[src/rtl/dfs_pkg.sv]
package dfs_pkg;

    // Default ratio: 243/640 gives 77.76 MHz from 204.8 MHz.
    localparam int unsigned DFS_MOD_DEF    = 640;
    localparam int unsigned DFS_INC_DEF    = 243;
    localparam int unsigned DFS_TRIM_W_DEF = 10;

    typedef enum logic {
        LVL_LOW  = 1'b0,
        LVL_HIGH = 1'b1
    } dfs_level_e;

endpackage

[src/rtl/dfs_incr_sat.sv]
module dfs_incr_sat #(
    parameter int unsigned MOD    = 640,
    parameter int unsigned NOM    = 243,
    parameter int unsigned TRIM_W = 10,
    parameter int unsigned ACC_W  = 10
) (
    input  logic signed [TRIM_W-1:0] trim_i,
    output logic        [ACC_W-1:0]  inc_o
);
    localparam int unsigned HALF  = MOD / 2;
    localparam int unsigned SUM_W = ((TRIM_W > ACC_W + 1) ? TRIM_W : ACC_W + 1) + 1;

    localparam logic signed [SUM_W-1:0] LO_S  = SUM_W'(1);
    localparam logic signed [SUM_W-1:0] HI_S  = SUM_W'(HALF - 1);
    localparam logic signed [SUM_W-1:0] NOM_S = SUM_W'(NOM);

    logic signed [SUM_W-1:0] trim_ext;
    logic signed [SUM_W-1:0] sum;
    logic signed [SUM_W-1:0] sat;

    always_comb begin
        trim_ext = {{(SUM_W - TRIM_W){trim_i[TRIM_W-1]}}, trim_i};
        sum      = NOM_S + trim_ext;
        if (sum < LO_S) begin
            sat = LO_S;
        end else if (sum > HI_S) begin
            sat = HI_S;
        end else begin
            sat = sum;
        end
        inc_o = ACC_W'(sat);
    end

endmodule

[src/rtl/dfs_phase_acc.sv]
module dfs_phase_acc #(
    parameter int unsigned MOD   = 640,
    parameter int unsigned ACC_W = 10
) (
    input  logic             clk,
    input  logic             rst,
    input  logic             en,
    input  logic [ACC_W-1:0] inc_i,
    output logic [ACC_W-1:0] phase_o,
    output logic [ACC_W-1:0] phase_nxt_o,
    output logic             wrap_o
);
    localparam logic [ACC_W:0] MOD_W = (ACC_W + 1)'(MOD);

    typedef struct packed {
        logic [ACC_W-1:0] phase;
        logic             wrap;
    } acc_state_t;

    acc_state_t st_d, st_q;
    logic [ACC_W:0] raw;

    always_comb begin
        st_d      = st_q;
        st_d.wrap = 1'b0;
        raw       = {1'b0, st_q.phase} + {1'b0, inc_i};
        if (en) begin
            if (raw >= MOD_W) begin
                st_d.phase = ACC_W'(raw - MOD_W);
                st_d.wrap  = 1'b1;
            end else begin
                st_d.phase = ACC_W'(raw);
            end
        end
        if (rst) begin
            st_d = '0;
        end
    end

    always_ff @(posedge clk) begin
        st_q <= st_d;
    end

    assign phase_o     = st_q.phase;
    assign phase_nxt_o = st_d.phase;
    assign wrap_o      = st_q.wrap;


    phase_range_chk: assert property (@(posedge clk) disable iff (rst)
        st_q.phase < ACC_W'(MOD));


    hold_chk: assert property (@(posedge clk) disable iff (rst)
        !en |=> ($stable(st_q.phase) && !st_q.wrap));

endmodule

[src/rtl/dfs_wave_gen.sv]
module dfs_wave_gen
    import dfs_pkg::*;
#(
    parameter int unsigned MOD   = 640,
    parameter int unsigned ACC_W = 10
) (
    input  logic             clk,
    input  logic             rst,
    input  logic             en,
    input  logic [ACC_W-1:0] phase_nxt_i,
    output logic             level_o
);
    localparam logic [ACC_W-1:0] HALF_W = ACC_W'(MOD / 2);

    typedef struct packed {
        dfs_level_e lvl;
    } wave_state_t;

    wave_state_t st_d, st_q;

    always_comb begin
        st_d = st_q;
        if (en) begin
            st_d.lvl = (phase_nxt_i < HALF_W) ? LVL_HIGH : LVL_LOW;
        end
        if (rst) begin
            st_d.lvl = LVL_LOW;
        end
    end

    always_ff @(posedge clk) begin
        st_q <= st_d;
    end

    assign level_o = (st_q.lvl == LVL_HIGH);


    level_hold_chk: assert property (@(posedge clk) disable iff (rst)
        !en |=> $stable(level_o));

endmodule

[src/rtl/dfs_synth.sv]
module dfs_synth
    import dfs_pkg::*;
#(
    parameter int unsigned MOD    = DFS_MOD_DEF,
    parameter int unsigned NOM    = DFS_INC_DEF,
    parameter int unsigned TRIM_W = DFS_TRIM_W_DEF
) (
    input  logic                     clk_sys,
    input  logic                     rst_sys,
    input  logic                     en,
    input  logic signed [TRIM_W-1:0] trim,
    output logic                     clk_dfs,
    output logic                     tick
);
    localparam int unsigned ACC_W = $clog2(MOD);
    localparam int unsigned HALF  = MOD / 2;

    logic [ACC_W-1:0] inc_w;
    logic [ACC_W-1:0] phase_w;
    logic [ACC_W-1:0] phase_nxt_w;

    dfs_incr_sat #(
        .MOD    (MOD),
        .NOM    (NOM),
        .TRIM_W (TRIM_W),
        .ACC_W  (ACC_W)
    ) i_incr (
        .trim_i (trim),
        .inc_o  (inc_w)
    );

    dfs_phase_acc #(
        .MOD   (MOD),
        .ACC_W (ACC_W)
    ) i_acc (
        .clk         (clk_sys),
        .rst         (rst_sys),
        .en          (en),
        .inc_i       (inc_w),
        .phase_o     (phase_w),
        .phase_nxt_o (phase_nxt_w),
        .wrap_o      (tick)
    );

    dfs_wave_gen #(
        .MOD   (MOD),
        .ACC_W (ACC_W)
    ) i_wave (
        .clk         (clk_sys),
        .rst         (rst_sys),
        .en          (en),
        .phase_nxt_i (phase_nxt_w),
        .level_o     (clk_dfs)
    );


    reset_state_chk: assert property (@(posedge clk_sys)
        rst_sys |=> (phase_w == '0 && !clk_dfs && !tick));


    level_match_chk: assert property (@(posedge clk_sys) disable iff (rst_sys)
        en |=> (clk_dfs == (phase_w < ACC_W'(HALF))));


    tick_pulse_chk: assert property (@(posedge clk_sys) disable iff (rst_sys)
        tick |=> !tick);


    incr_range_chk: assert property (@(posedge clk_sys) disable iff (rst_sys)
        (inc_w != '0) && (inc_w < ACC_W'(HALF)));

endmodule

[config.mk]
export PLATFORM = sky130hd
export DESIGN_NAME = dfs_synth
export DESIGN_NICKNAME = d
export VERILOG_FILES = /design/src/rtl/dfs_pkg.sv /design/src/rtl/dfs_incr_sat.sv /design/src/rtl/dfs_phase_acc.sv /design/src/rtl/dfs_wave_gen.sv /design/src/rtl/dfs_synth.sv
export SDC_FILE = /design/constraint.sdc
export NUM_CORES = 1
export LEC_CHECK = 0
export ABC_AREA = 1
export BUFFER_PORTS_ARGS = -buffer_cell sky130_fd_sc_hd__clkbuf_2
export CAP_MARGIN = 25
export CORE_AREA = 2 2 69 71
export CTS_BUF_LIST = sky130_fd_sc_hd__clkbuf_8
export CTS_CLUSTER_DIAMETER = 150
export DETAILED_ROUTE_END_ITERATION = 6
export DIE_AREA = 0 0 71 73
export PLACE_DENSITY_LB_ADDON = 0.12
export SYNTH_ARGS = -nofsm -noshare
export SYNTH_HDL_FRONTEND = slang
export SYNTH_SLANG_ARGS = --single-unit
export TNS_END_PERCENT = 100
[constraint.sdc]
create_clock -name clk_sys -period 6.93 [get_ports clk_sys]
set_input_delay 0 -clock clk_sys [delete_from_list [all_inputs] [get_ports clk_sys]]
set_output_delay 0 -clock clk_sys [all_outputs]
set_load 0.01 [all_outputs]
==> results of run 1 <==
## cell usage after synthesis
library cell / instances / area [µm²]
conb_1: 1 / 3.750
nand2_2: 5 / 31.28
clkbuf_1: 1 / 3.750
o211ai_1: 2 / 15.01
nand3b_1: 2 / 15.01
a21oi_2: 4 / 35.03
inv_2: 9 / 33.78
or2_2: 1 / 6.260
a31oi_1: 1 / 6.260
nand4_1: 4 / 25.02
inv_1: 40 / 150.1
nor2_4: 1 / 11.26
nand2_1: 74 / 277.8
xnor2_1: 1 / 8.760
nor3_1: 6 / 30.03
nand3_1: 18 / 90.09
o21ai_2: 1 / 8.760
nor2_1: 24 / 90.09
fa_1: 1 / 20.02
o21ai_1: 1 / 5.000
a21oi_1: 15 / 75.07
or2_1: 1 / 6.260
inv_4: 1 / 6.260
nor2_2: 2 / 12.51
o21ai_0: 7 / 35.03
ha_1: 13 / 162.7
dfxtp_1: 12 / 240.2
xor2_1: 5 / 43.79
nand3b_2: 1 / 11.26
nand3b_4: 1 / 20.02
a21oi_4: 1 / 16.27
clkinv_1: 2 / 7.510
nand3_2: 1 / 10.01
## critical path: cells and delay by family
family / cells / cell delay (ns)
AND/OR/NAND/NOR: 19 / 1.83
adder cells (fa/ha/maj): 4 / 0.96
buffers and inverters: 8 / 0.56
AO/OA/AOI/OAI: 3 / 0.28
XOR/XNOR: 1 / 0.26
## per-layer routing
| metal | vias to the layer above | global-route usage | part of all wire |
|---|---|---|---|
| met2 | 22 | 0.2451 | 0.46 |
| li1 | 848 | - | - |
| met5 | - | 0 | 0 |
| met4 | 0 | 0.06499 | 0.018 |
| met1 | 621 | 0.1804 | 0.50 |
| met3 | 5 | 0.01796 | 0.027 |
## metrics by stage
stage / instance area [µm²] / hold slack (ns)
floorplan: 1514 / 0.06244
finish: 1703 / 0.01732
CTS: 1703 / 0.01169
detailed placement: 1648 / 0.2714
global placement: 1648 / 0.2775
global route: 1703 / 0.03286
## registers in the layout, indices dropped and copies added, names as in the netlist
signal and count:
i_acc.phase_o 10, i_wave.level_o 1, i_acc.wrap_o 1
## kinds of logic (layout without fill, tap and decap cells)
group,Yosys count,count (layout),share of synthesized area
AOI/OAI and AO/OA,32,32,0.1297
xor gates and xnor gates,6,6,0.03471
adders and majority gates,14,14,0.1207
buffers and inverters,53,70,0.1331
DFF,12,12,0.1587
other,1,1,0.002477
and+or+nand+nor,141,141,0.4207
## final timing paths
check	start	end	slack [ns]	cells after the start
max reg2reg	i_acc.phase_o[0]	i_wave.level_o	4.28	22
min	rst_sys	i_wave.level_o	0.02	2
min reg2reg	i_wave.level_o	i_wave.level_o	0.48	2
max	trim[0]	i_wave.level_o	3.18	35
## power by group
group | internal (mW) | switching, mW | leakage (nW) | total (mW)
combinational | 0.0789 | 0.136 | 0.850 | 0.215
clock | 0.0502 | 0.0261 | 0.0288 | 0.0763
sequential | 0.0809 | 0.00822 | 0.0998 | 0.0891
total | 0.210 | 0.170 | 0.979 | 0.380
## final cells by class
cell class,count,share of cell area
flip-flops and latches,12,0.1411
multi-input cells,194,0.6297
well taps,54,0.03968
inverters,52,0.1161
repair buffers,14,0.04115
clock buffers,4,0.03233
==> flow_summary.ini, run 1 <==
[status]
status = finished, final reports clean

[finish]
multi_input_comb_area_um2 = 1072
n_antenna_cell = 0
utilization = 0.3754
final-seq-area_um2 = 240.2
fin_cells = 330
nNetsFinal = 304
drive_gt1_frac = 0.1667
fill_cells = 526
layout_commonest_cell = nand2_1
area_growth_pct = 12.48
layout_common_cells = 74 x nand2_1, 40 x inv_1, 24 x nor2_1

[sta]
rsz0062_at_grt = no
maxSlewViolCount = 0
fmax_ghz = 0.2663
post-route-period-util = 0.5418
setup_ws_ns = 3.175
final-setup-viol-count = 0
setup_tns_ns = 0
fin_worst_skew_ns = 0.002233
hold_violations = 0
layout_min_cycle_time_ns = 3.755

[worst_setup_path]
path_class = in -> reg
cp-end-kind = flop
cp.required_ns = 7.06
worstPathMaxFanout = 9
cp_common_cell = nand2_1
critical-path-slowest-cell = fa_1
slowest_delay_ns = 0.38
cp_data_arrival_time_ns = 3.89
start_kind = primary input

[detailed_routing]
post_drt_via_cell_ratio = 4.533
dr_total_vias = 1496
drc = 0
postRouteAntennaNets = 0
drt_pre_antenna_iters = 4
finalWirelength_um = 3356
dr.first_iter.drc_count = 31
wl_per_cell_um = 10.17

[yosys]
syn_area_um2 = 1514
ys_ff_latch = 12
syn_inst = 259
synth_area_per_cell_um2 = 5.845
syn_nets = 286
yosys_warnings = 0
ys_seq_area_frac = 0.1587
ys_types = 33

[die]
fp-row-count = 25
io_pins = 15
die-area_um2 = 5183
start_util = 0.3338
core-area_um2 = 4536
dieHeight_um = 73
die_width_um = 71

[global_routing]
grt_pass1_vias = 1389
grt_pass1_wl_um = 5885
grt_use_total = 0.1434
antenna_found_initial = 0
overflow = 0
grt_max_degree = 17

[cts]
cts_buffer_depth = 2
cts_hold_buf = 0
htreeDepth = 1
cts_tree = yes
cts-root-buf = clkbuf_8
clkSlewWorstSetupHoldPaths_ns = 0.05
clock_latency_ns = 0.24
numCtsBuffers = 3
cts_sinks = 12
postCtsSetupBuffers = 0
cts_resized = 0

[power]
power.leakage_nw = 0.9790
vdd_drop_max_mv = 0.1731
power_density_nw_per_um2 = 223.3
power_uw = 380.2

[place]
hpwlAfterDp_um = 2905
place_congestion = 0.7632
place_ws_ns = 2.891
io_buffers = 14
dp.cells = 326

[worst_hold_path]
holdCritPathClass = in -> reg

[job]
cap_violations = 0
Power figures use the tool's default switching activity.
==> run 2: changes to the inputs <==
- ABC_AREA: 1 -> 0
- CORE_AREA: 2 2 69 71 -> 2 2 67 69
- DIE_AREA: 0 0 71 73 -> 0 0 69 71
- clock period: 6.93 -> 3.6 ns (I/O delays scaled with it)
==> flow_summary.ini, run 2 <==
[status]
status = finished, violations left
violations = negative setup slack

[sta]
setup_ws_ns = -0.4502
hold_violations = 0
final-setup-viol-count = 5
layout_min_cycle_time_ns = 4.050
fin_worst_skew_ns = 0.004631
post-route-period-util = 1.125
fmax_ghz = 0.2469
rsz0062_at_grt = yes
holdWs_ns = 0.09539
maxSlewViolCount = 0

[yosys]
synth_top_family_by_area = compound AO/OA/AOI/OAI gates
synth_fa_ha_area_frac = 0.1289
yosys.area_share.simple = 0.2701
syn_area_um2 = 1418
ys_async_sr_fraction = 0
syn_inst = 185
yosysTopAreaCell = dfxtp_1
synth_compound_area_frac = 0.2807
syn_nets = 212
yosys_warnings = 0
ys.flop_type = dfxtp_1
ys_seq_area_frac = 0.1695
synthXorXnorAreaFrac = 0.06796
synth_common_cells = 26 x nor2_1, 16 x a21oi_1, 13 x ha_1, 12 x dfxtp_1, 10 x nand2_1
ys_types = 48
synth_area_per_cell_um2 = 7.663
synth_edf_count = 0
synth_area_leaders = dfxtp_1 17%, ha_1 11%, nor2_1 6.9%, a21oi_1 5.6%, mux2i_1 4.2%
ys_ff_latch = 12
netlist.area_leader.share = 0.1695
synth.area.mux_share = 0.04237
yosysMostFrequentCell = nor2_1

[detailed_routing]
drt_pre_antenna_iters = 4
dr.first_iter.drc_count = 67
dr_total_vias = 1594
postRouteAntennaNets = 0
finalWirelength_um = 4063
drc = 0
post_drt_via_cell_ratio = 5.175
wl_per_cell_um = 13.19

[place]
place_ws_ns = -0.8765
io_buffers = 14
place_congestion = 0.8766
hpwlAfterDp_um = 3173

[cts]
cts_sinks = 12
cts_hold_buf = 0
numCtsBuffers = 3
cts_buffer_depth = 2
clkSlewWorstSetupHoldPaths_ns = 0.05
htreeDepth = 1
cts_tree = yes
cts-root-buf = clkbuf_8
clock_latency_ns = 0.23

[global_routing]
grt_pass1_vias = 1535
grt_use_total = 0.1669
antenna_found_initial = 0
grt_pass1_wl_um = 6789
grt_max_degree = 18
overflow = 0

[finish]
n_antenna_cell = 0
layout_commonest_cell = buf_4
largest_reg_flops = 10
fill_cells = 405
layout_common_cells = 55 x buf_4, 23 x nor2_1, 13 x a21oi_1
drive_gt1_frac = 0.4688
nNetsFinal = 285
area_growth_pct = 61.08

[worst_setup_path]
worstPathMaxFanout = 6
cp_data_arrival_time_ns = 4.21
rr_worst_depth = 15
critical-path-slowest-cell = a221oi_2
cp-end-kind = flop
timing.rr.end = i_wave.level_o
path_class = in -> reg
startpoint = trim[1]
cp-endpoint = i_wave.level_o
slowest_delay_ns = 0.32
r2r-start = i_acc.phase_o[0]
start_kind = primary input
cp.required_ns = 3.76
reg2reg_setup_slack_ns = 0.48

[job]
cap_violations = 0

[die]
start_util = 0.3372
core-area_um2 = 4204
fp-row-count = 24
dieHeight_um = 71
die-area_um2 = 4899
io_pins = 15
die_width_um = 69

[worst_hold_path]
holdCritPathClass = in -> reg

[power]
power.leakage_nw = 1.037
power_density_nw_per_um2 = 591.8
vdd_drop_max_mv = 0.2636
[run 2: changes by cell type after synthesis, sizes merged, moves of 4 or more]
cell | previous run | this run
nor2b | 0 | 4
nand4 | 4 | 0
mux2i | 0 | 6
nand3 | 19 | 5
a21o | 0 | 4
nand2 | 79 | 10
inv | 50 | 7
nand2b | 0 | 7
nor3 | 6 | 2
xnor2 | 1 | 6
a211oi | 0 | 7
a21oi | 20 | 16
[run 2: metal layers]
| layer | GRT usage | share of wire |
|---|---|---|
| met2 | 0.2938 | 0.51 |
| met3 | 0.03276 | 0.016 |
| met1 | 0.2168 | 0.47 |
| met5 | 0 | 0 |
| met4 | 0.02397 | 0.0032 |
[run 2: worst min path at each step]
stage	startpoint	endpoint	slack, ns	depth (start not counted)
after global routing	rst_sys	i_acc.phase_o[9]	0.12	2
after global placement	rst_sys	i_acc.phase_o[5]	0.33	2
after floorplan	rst_sys	i_acc.phase_o[6]	0.08	1
after detailed placement	rst_sys	i_acc.phase_o[5]	0.36	2
after CTS	rst_sys	i_acc.phase_o[5]	0.11	2
final	rst_sys	i_acc.phase_o[9]	0.1	2
[run 2: per-stage QoR]
| stage | instances | power [mW] | util | TNS, ns | cell area, µm² |
|---|---|---|---|---|---|
| after floorplan | 185 | 0.7104 | - | -1.271 | 1524 |
| after global placement | 294 | 1.025 | 0.4738 | -3.028 | 1992 |
| after detailed placement | 294 | 1.033 | 0.4738 | -3.625 | 1992 |
| after CTS | 306 | 1.213 | 0.5146 | -1.895 | 2163 |
| after global routing | 308 | 1.470 | 0.5432 | -3.167 | 2283 |
| final | 308 | 1.351 | 0.5432 | -1.628 | 2283 |
[run 2: cell families after synthesis]
group / after synthesis
other: 1
XOR/XNOR: 11
multiplexers: 6
AND/OR/NAND/NOR: 72
adder cells (fa/ha/maj): 14
buffers and inverters: 12
AO/OA/AOI/OAI: 57
flip-flops: 12
[run 2: what timing repair did]
item / CTS / global route
pin swaps: 20 / 20
gates cloned: 0 / 0
resized for setup: 12 / 22
setup endpoints to repair: 5 / 5
setup buffers: 9 / 3
[run 2: worst max-delay path: cells and delay by family]
kind	cells	cell delay [ns]
xor gates and xnor gates	1	0.27
and+or+nand+nor	5	0.60
AOI/OAI and AO/OA	13	2.37
buffers and inverters	3	0.32
adders and majority gates	3	0.64
[run 2: where the power goes]
group          total [mW]  internal (mW)  switching (mW)
Combinational        1.04          0.536           0.501
Clock               0.118         0.0733          0.0444
Sequential          0.196          0.169          0.0269
[run 2: layout make-up]
cell class	instances	area [µm²]	share of cell area
clock buffers	3	41.29	0.01808
inverters	7	26.28	0.01151
multi-input cells	161	1363	0.5967
flip-flops and latches	12	240.2	0.1052
well taps	52	65.06	0.02849
repair buffers	73	548.0	0.2400
==> run 3: changes to the inputs <==
- CORE_AREA: 2 2 67 69 -> 2 2 69 71
- DIE_AREA: 0 0 69 71 -> 0 0 71 73
- SYNTH_HIERARCHICAL: unset -> 1
==> flow_summary.ini, run 3 <==
[status]
status = finished, violations left
violations = negative setup slack

[cts]
htreeDepth = 1
cts-root-buf = clkbuf_8
cts_sinks = 12
numCtsBuffers = 3
clkSlewWorstSetupHoldPaths_ns = 0.05
cts_buffer_depth = 2
clock_latency_ns = 0.24
cts_tree = yes

[yosys]
syn_area_um2 = 1518
synth_area_per_cell_um2 = 7.704
yosys_warnings = 6
syn_inst = 197
ys_async_sr_fraction = 0
synth.area.mux_share = 0.04617
netlist.area_leader.share = 0.1583
synthXorXnorAreaFrac = 0.09728
synth_fa_ha_area_frac = 0.1204
yosysMostFrequentCell = nor2_1
synth_common_cells = 25 x nor2_1, 18 x a21oi_1, 14 x nand2_1, 13 x ha_1, 12 x dfxtp_1
yosysTopAreaCell = dfxtp_1
ys.flop_type = dfxtp_1
synth_area_leaders = dfxtp_1 16%, ha_1 11%, nor2_1 6.2%, a21oi_1 5.9%, mux2i_1 4.6%
synth_compound_area_frac = 0.2539
ys_ff_latch = 12
ys_seq_area_frac = 0.1583
ys_types = 55
syn_nets = 224
yosys.area_share.simple = 0.2778
synth_edf_count = 0
synth_top_family_by_area = simple AND/OR/NAND/NOR gates

[worst_setup_path]
reg2reg_setup_slack_ns = 0.54
cp-end-kind = flop
cp_data_arrival_time_ns = 4.06
start_kind = primary input
rr_worst_depth = 17
cp.required_ns = 3.74
r2r-start = i_acc/phase_o[0]
worstPathMaxFanout = 7
timing.rr.end = i_wave/level_o
path_class = in -> reg

[global_routing]
grt_max_degree = 15
grt_use_total = 0.1667
grt_pass1_vias = 1650
overflow = 0
grt_pass1_wl_um = 6982
antenna_found_initial = 0

[sta]
rsz0062_at_grt = yes
hold_violations = 0
fmax_ghz = 0.2549
layout_min_cycle_time_ns = 3.924
final-setup-viol-count = 4
fin_worst_skew_ns = 0.003534
setup_tns_ns = -0.4237
post-route-period-util = 1.090
setup_ws_ns = -0.3236
maxSlewViolCount = 0

[die]
io_pins = 15
fp-row-count = 25
die_width_um = 71
core-area_um2 = 4536
die-area_um2 = 5183
dieHeight_um = 73
start_util = 0.3346

[worst_hold_path]
hold_start = rst_sys
holdPathEnd = i_acc/phase_o[0]
holdCritPathClass = in -> reg
holdPathStages = 2

[finish]
fin_cells = 333
drive_gt1_frac = 0.4624
n_antenna_cell = 0
area_growth_pct = 59.44
layout_commonest_cell = buf_4
design_area_um2 = 2420
largest_reg_flops = 10
fill_cells = 431
layout_common_cells = 67 x buf_4, 22 x nor2_1, 13 x a21oi_1
utilization = 0.5335
nNetsFinal = 307

[place]
place_congestion = 0.9481
placed_area_um2 = 2146
hpwlAfterDp_um = 3405
dp.cells = 318
io_buffers = 14

[detailed_routing]
drt_pre_antenna_iters = 4
finalWirelength_um = 4384
wl_per_cell_um = 13.17
dr_total_vias = 1704
postRouteAntennaNets = 0
dr.first_iter.drc_count = 39
post_drt_via_cell_ratio = 5.117
drc = 0

[job]
cap_violations = 0

[power]
vdd_drop_max_mv = 0.3125
power_density_nw_per_um2 = 536.6
power.leakage_nw = 1.116
## run 3: cell count changes in the layout (fill, tap and decap cells not counted), sizes merged, moves of 3 or more
cell and delta:
a211oi -4, buf +12, inv +4, nand2 +4, nand2b -3, nor3 +5, o21ai +4, o311ai -3
xor2 +3
## run 3: how the worst max path moves through the flow
stage | startpoint | to | slack [ns] | cells after the start
floorplan | trim[4] | i_wave/level_o | -0.15 | 23
global placement | trim[0] | i_wave/level_o | -0.49 | 25
detailed placement | trim[0] | i_wave/level_o | -0.57 | 25
CTS | trim[0] | i_wave/level_o | -0.31 | 22
global route | trim[1] | i_wave/level_o | -0.57 | 26
finish | trim[5] | i_wave/level_o | -0.32 | 24
## run 3: repair_timing
item                                    4_1_cts  5_1_grt
hold buffers                                  0        0
buffers inserted                              6        6
pin swaps                                    12       27
endpoints found under the setup margin        4        5
resized for setup                             9       26
## run 3: cell type report
type                       instances  area (µm²)  area share
clock buffer                       4       55.05     0.02275
inverter                          11       46.29     0.01913
multi-input combinational        169        1383      0.5714
sequential                        12       240.2     0.09928
tap                               54       67.56     0.02792
timing repair buffer              83       628.1      0.2596
## run 3: metal layers
layer | part of all wire | up-vias | GRT usage
met4 | 0.017 | 0 | 0.07757
met2 | 0.53 | 27 | 0.3198
met5 | 0 | - | 0
met1 | 0.43 | 796 | 0.1853
li1 | - | 873 | -
met3 | 0.022 | 8 | 0.01381
## run 3: cells by family after synthesis
group,after synthesis
fa+ha+maj,14
simple gates,75
xor+xnor,16
flops,12
compound gates,56
buf+inv,16
other cells,1
mux,7
## run 3: metrics by stage
stage                     hold WS (ns)  setup slack, ns  total power [mW]
final                           0.1348          -0.3236             1.298
after global routing            0.1476          -0.5659             1.399
after CTS                       0.1351          -0.3057             1.225
after detailed placement        0.3898          -0.5657             1.031
after global placement          0.3742          -0.4927             1.018
after floorplan                 0.1672          -0.1504            0.6779
## run 3: report_power, final
part           switching (mW)  internal (mW)
clock                  0.0498         0.0966
combinational           0.449          0.509
sequential             0.0235          0.170
total                   0.523          0.776
## run 3: worst max-delay path, stage by stage
cell	delay, ns
buf_6	0.10
nor4_4	0.37
o21ai_1	0.13
and3_4	0.21
nor3_4	0.30
o21ai_4	0.14
or3b_4	0.26
ha_4	0.12
buf_4	0.10
inv_2	0.03
fa_2	0.35
nand2b_4	0.16
a21oi_4	0.13
o21ai_2	0.08
xor2_2	0.15
ha_2	0.22
nor2_1	0.11
a21oi_1	0.08
mux2i_1	0.24
nor2_2	0.09
xnor2_1	0.15
o31ai_2	0.25
o21ai_1	0.11
a21o_1	0.17
